## config.mk

```make
export PLATFORM = sky130hd
export DESIGN_NAME = fwd_hazard_ctl
export DESIGN_NICKNAME = d
export VERILOG_FILES = /design/src/rtl/fwd_hazard_ctl.sv
export SDC_FILE = /design/constraint.sdc
export NUM_CORES = 1
export LEC_CHECK = 0
export ABC_AREA = 1
export BUFFER_PORTS_ARGS = -buffer_cell sky130_fd_sc_hd__buf_2
export CAP_MARGIN = 20
export CORE_ASPECT_RATIO = 1.75
export CORE_MARGIN = 2
export CORE_UTILIZATION = 30
export DETAILED_ROUTE_END_ITERATION = 10
export PLACE_DENSITY_LB_ADDON = 0.15
export SYNTH_ARGS = -nofsm -noshare
export SYNTH_HDL_FRONTEND = slang
export SYNTH_SLANG_ARGS = --single-unit
```

## constraint.sdc

```tcl
create_clock -name vclk -period 2.2
set_input_delay 0.44 -clock vclk [all_inputs]
set_output_delay 0.44 -clock vclk [all_outputs]
set_load 0.005 [all_outputs]
```

## src/rtl/fwd_hazard_ctl.sv

```systemverilog
module fwd_hazard_ctl #(
  parameter int AW = 5
) (
  input  logic [AW-1:0] dec_src_a,
  input  logic [AW-1:0] dec_src_b,
  input  logic [AW-1:0] exe_src_a,
  input  logic [AW-1:0] exe_src_b,
  input  logic [AW-1:0] exe_dst,
  input  logic          exe_wr,
  input  logic          exe_is_load,
  input  logic [AW-1:0] mem_src_st,
  input  logic [AW-1:0] mem_dst,
  input  logic          mem_wr,
  input  logic [AW-1:0] wb_dst,
  input  logic          wb_wr,
  output logic [1:0]    exe_sel_a,
  output logic [1:0]    exe_sel_b,
  output logic          mem_sel_st,
  output logic          dec_byp_a,
  output logic          dec_byp_b,
  output logic          hold_front,
  output logic          kill_exe
);
  localparam logic [AW-1:0] RZERO   = '0;
  localparam logic [1:0]    SEL_RF  = 2'b00;
  localparam logic [1:0]    SEL_WB  = 2'b01;
  localparam logic [1:0]    SEL_MEM = 2'b10;

  logic mem_live, wb_live, ld_live;
  assign mem_live = mem_wr && (mem_dst != RZERO);
  assign wb_live  = wb_wr  && (wb_dst  != RZERO);
  assign ld_live  = exe_is_load && exe_wr && (exe_dst != RZERO);

  assign exe_sel_a = (mem_live && mem_dst == exe_src_a) ? SEL_MEM :
                     (wb_live  && wb_dst  == exe_src_a) ? SEL_WB  : SEL_RF;
  assign exe_sel_b = (mem_live && mem_dst == exe_src_b) ? SEL_MEM :
                     (wb_live  && wb_dst  == exe_src_b) ? SEL_WB  : SEL_RF;

  assign mem_sel_st = wb_live && (wb_dst == mem_src_st);
  assign dec_byp_a  = wb_live && (wb_dst == dec_src_a);
  assign dec_byp_b  = wb_live && (wb_dst == dec_src_b);

  logic load_use;
  assign load_use   = ld_live && ((exe_dst == dec_src_a) || (exe_dst == dec_src_b));
  assign hold_front = load_use;
  assign kill_exe   = load_use;

  always_comb begin
    a_r10_sel_code: assert (exe_sel_a != 2'b11 && exe_sel_b != 2'b11);
    if (exe_sel_a == SEL_MEM)
      a_r2_mem_source: assert (mem_wr && mem_dst == exe_src_a);
    if (mem_wr && wb_wr && mem_dst == wb_dst && mem_dst == exe_src_b && mem_dst != RZERO)
      a_r4_younger_wins: assert (exe_sel_b == SEL_MEM);
    if (exe_src_a == RZERO)
      a_r5_zero_src: assert (exe_sel_a == SEL_RF);
    if (!mem_wr && !wb_wr)
      a_r6_disabled_src: assert (exe_sel_a == SEL_RF && exe_sel_b == SEL_RF && !mem_sel_st);
    if (!exe_is_load)
      a_r9_alu_no_stall: assert (!hold_front && !kill_exe);
    if (hold_front)
      a_r9_stall_bubble: assert (kill_exe);
  end
endmodule

```

After elaboration in Yosys (flattened, before gate mapping)
Cells that the tools add are included.
Operators by class
  muxes and demuxes: 4
  reductions and logical operators: 16
  equality and inequality tests: 9
Operators by type and width (count)
  5-bit equality test: 9
  5-bit nonzero test: 3
  1-bit logical AND: 12
  2-bit 2-to-1 mux: 2
  1-bit 2-to-1 mux: 2
  1-bit logical OR: 1
Word-level totals
  register bits after elaboration: 0
  logic and storage cells: 29
  input port bits: 44
  output and inout port bits: 9

Logic depth before layout (Yosys ltp)
  word-level depth: 5
  mapped depth: 8
  mapped depth without buffers: 7

Least setup slack after synthesis
No wires, ideal clock.
  kind: input port to output port
  from: input port exe_dst[4]
  to: output port kill_exe
  arrival time: 1.065 ns
  buffers on the path: 1
  data required time: 1.760 ns
  setup slack: 0.695 ns
  stages: 7
  cells stage by stage: inv_1 -> nand2_1 -> nand2_1 -> nor2_1 -> nand3_1 -> a21oi_1 -> buf_4
Between the ends
  longest elaborated chain between the ends: 3
  elaborated cells on any way between the ends: 6
  classes of those cells: eq/ne (2); reduce/logical (4)
RTL lines
  from (decl): line 8  | input logic [AW-1:0] exe_dst,
  5-bit equality test or 5-bit nonzero test (tied branches): line 44, 32
  1-bit logical OR or 1-bit logical AND (tied branches): line 44, 32
  1-bit logical AND *: line 44  | assign load_use = ld_live && ((exe_dst == dec_src_a) || (exe_dst == dec_src_b));
  to (decl): line 22  | output logic kill_exe
Every way passes the cells marked *; elsewhere a longest branch is shown, timed or not.

Worst setup path after layout
  from: input port wb_dst[0]
  to: output port exe_sel_a[0]
Between the ends
  longest elaborated chain between the ends: 5
  elaborated cells on any way between the ends: 6
  classes of those cells: eq/ne (1); mux (2); reduce/logical (3)
RTL lines
  from (decl): line 14  | input logic [AW-1:0] wb_dst,
  5-bit nonzero test: line 31  | assign wb_live = wb_wr && (wb_dst != RZERO);
  1-bit logical AND: line 31
  1-bit logical AND *: line 35  | (wb_live && wb_dst == exe_src_a) ? SEL_WB : SEL_RF;
  1-bit 2-to-1 mux *: line 35
  2-bit 2-to-1 mux *: line 34  | assign exe_sel_a = (mem_live && mem_dst == exe_src_a) ? SEL_MEM :
  to (decl): line 16  | output logic [1:0] exe_sel_a,
Marks and branches as above.

==> summary.txt <==
Run status
  • Status: finished, final reports clean

Hold path
  • Class of the worst hold path: in -> out

Routing
  • DRT iter0 DRCs: 15
  • Drt via density: between 4 and 5
  • DRC: 0
  • Routed vias: 1018
  • Routed Antenna Nets: 0
  • Post-Route WL: 2220 um
  • TritonRoute pass-1 iters: 4
  • WL/cell: 9.39 um

Synthesis
  • Synth Warn #: 0
  • XOR/XNOR Fraction of Synth Area: 0.248
  • Synth top area cells: nand2_1 27%, xnor2_1 19%, inv_1 12%, nor2_1 9.7%, nand3_1 6.8%
  • Syn Inst Count: between 150 and 200
  • Top cell type by total area after synthesis: nand2_1
  • Mapped Nets: roughly 210
  • Mux contribution to synthesized area: 0
  • Largest family of logic cells by synthesized area: simple AND/OR/NAND/NOR gates
  • Post-synth top area share: 0.273
  • Post-Synth Simple-Gate Area: 0.544
  • Synth Area in Adders: 0
  • Avg Inst Size Synth: around 5 um^2
  • Register area share after synthesis: 0
  • Netlist cell types: 17
  • Synth Area in Compound Gates: 0.00616
  • Synthesized cell area: 812 um^2

Placed design
  • # port buffers: 53
  • Dpl cell area: 1050 um^2
  • RD Place Congestion: 0.741
  • Detail Placement HPWL: 2020 um
  • Dpl cells: 236

Die
  • Die Span Y: 72.8 um
  • Die X: 43.3 um
  • Initial core utilization: 0.309
  • Num rows: 25
  • # IOs: 53
  • Core ar.: 2630 um^2
  • Die area: 3160 um^2

Power
  • Sequential share of power: 0
  • Power share of the combinational group: 1.000
  • Net Sw Frac: 0.535
  • Peak supply drop: between 0.05 and 0.06 mV
  • Internal: roughly 0.000085 W
  • Clock Power Share: 0
  • Pwr/cell area: 173 nW/um^2
  • Leak: around 0.67 nW
  • Net switching power: 0.0000975 W

Cells and area
  • Share of cells above drive strength 1: 0.292
  • Most frequent cells in the layout: 59 x nand2_1, 53 x buf_2, 26 x inv_1
  • Commonest non-fill, non-tap cell in the layout: nand2_1
  • Antenna cell count: 0
  • Layout Nets: 255
  • Final Non-Filler Cells: 236
  • Post-Layout Inst Area: approximately 1100 um^2
  • Layout area overhead: 29.9%
  • # clk buffers: 0
  • Area occupied by registers: 0 um^2
  • Filler cell count: between 300 and 400
  • Seq Cell Count: 0

GRT
  • Global-route wire length before repair: 3740 um
  • GRT overflow: 0
  • Total track usage: 0.147
  • Vias in the first global route: 934
  • Pin count of the biggest net entering global routing: 8
  • Initial antenna violation count: 0

STA
  • Fin Setup TNS: 0 ps
  • Final setup fails: 0
  • Crit share post-route: 0.762
  • RSZ-0062 raised after global routing: false
  • Final Critical Period: 1680 ps
  • Max Freq: 0.596 GHz
  • Worst slew margin: 0.877
  • Final Max Tran Viols: 0
  • Final Hold Vio Count: 0
  • Worst-Margin Slew: ~190 ps

CTS
  • Cts repair resizes: 0
  • Hold_buf cts: 0
  • Post-CTS Setup Repair Bufs: 0

Critical path
  • Crit-path max FO: 7
  • Critical path required time: 1760 ps
  • Startpoint Class: input pin
  • WS Path Type: in -> out
  • CP Capture Type: output pin
  • Worst EP arrival: 1240 ps

Job
  • MaxCap Viol Count: 0
cell usage after synthesis:
cell type / instances
a21oi_1: 1
nand3_2: 1
xor2_1: 5
buf_6: 3
inv_1: 26
nor2_1: 21
inv_2: 1
nand3_1: 11
nor3_1: 3
nand2_1: 59
nand4_1: 4
nor2_2: 3
xnor2_1: 18
buf_4: 3
nand2_2: 1
nand2_4: 1
inv_4: 1
worst paths after layout:
kind | from | to | slack (ps) | cells after the start
worst max-delay path | wb_dst[0] | exe_sel_a[0] | 520 | 8
worst min-delay path | exe_is_load | hold_front | 1200 | 4
layout make-up:
type,instances,area (um^2),area share
timing repair buffer,53,265,0.251
tap,27,33.8,0.0320
inverter,28,108,0.102
multi-input combinational,128,648,0.614
power groups by stage:
stage | clock, W | sequential [W] | combinational [W]
after floorplan | 0 | 0 | 0.000116
after CTS | 0 | 0 | 0.000187
after detailed placement | 0 | 0 | 0.000186
after global routing | 0 | 0 | 0.000211
after global placement | 0 | 0 | 0.000187
final | 0 | 0 | 0.000182
per-stage QoR:
| step | worst slack, ps | hold slack (ps) | util | total power, W |
|---|---|---|---|---|
| global route | 406 | 1210 | 0.401 | 0.000211 |
| finish | 523 | 1200 | 0.401 | 0.000182 |
| global placement | 494 | 1210 | 0.401 | 0.000187 |
| detailed placement | 508 | 1200 | 0.401 | 0.000186 |
| floorplan | 695 | 987 | - | 0.000116 |
| CTS | 504 | 1200 | 0.401 | 0.000187 |
metal layers:
layer	part of all wire	vias to the layer above	routed length [um]	global-route usage
li1	-	572	-	-
met1	0.37	411	824	0.158
met2	0.56	35	1230	0.312
met3	0.073	0	161	0.0124
met4	0	0	0	0
met5	0	-	0	0
critical path, cell delays in order:
cell	delay (ps)
buf_2	190
inv_1	80
nand2_1	60
nand3_1	90
nor2_1	90
nand3_1	80
nor2_1	100
buf_2	110
kinds of logic (layout without fill, tap and decap cells):
family / after synthesis / count (layout)
simple gates: 104 / 104
buf+inv: 34 / 81
compound gates: 1 / 1
xor+xnor: 23 / 23
No activity file was read; power rests on OpenSTA's default activity.
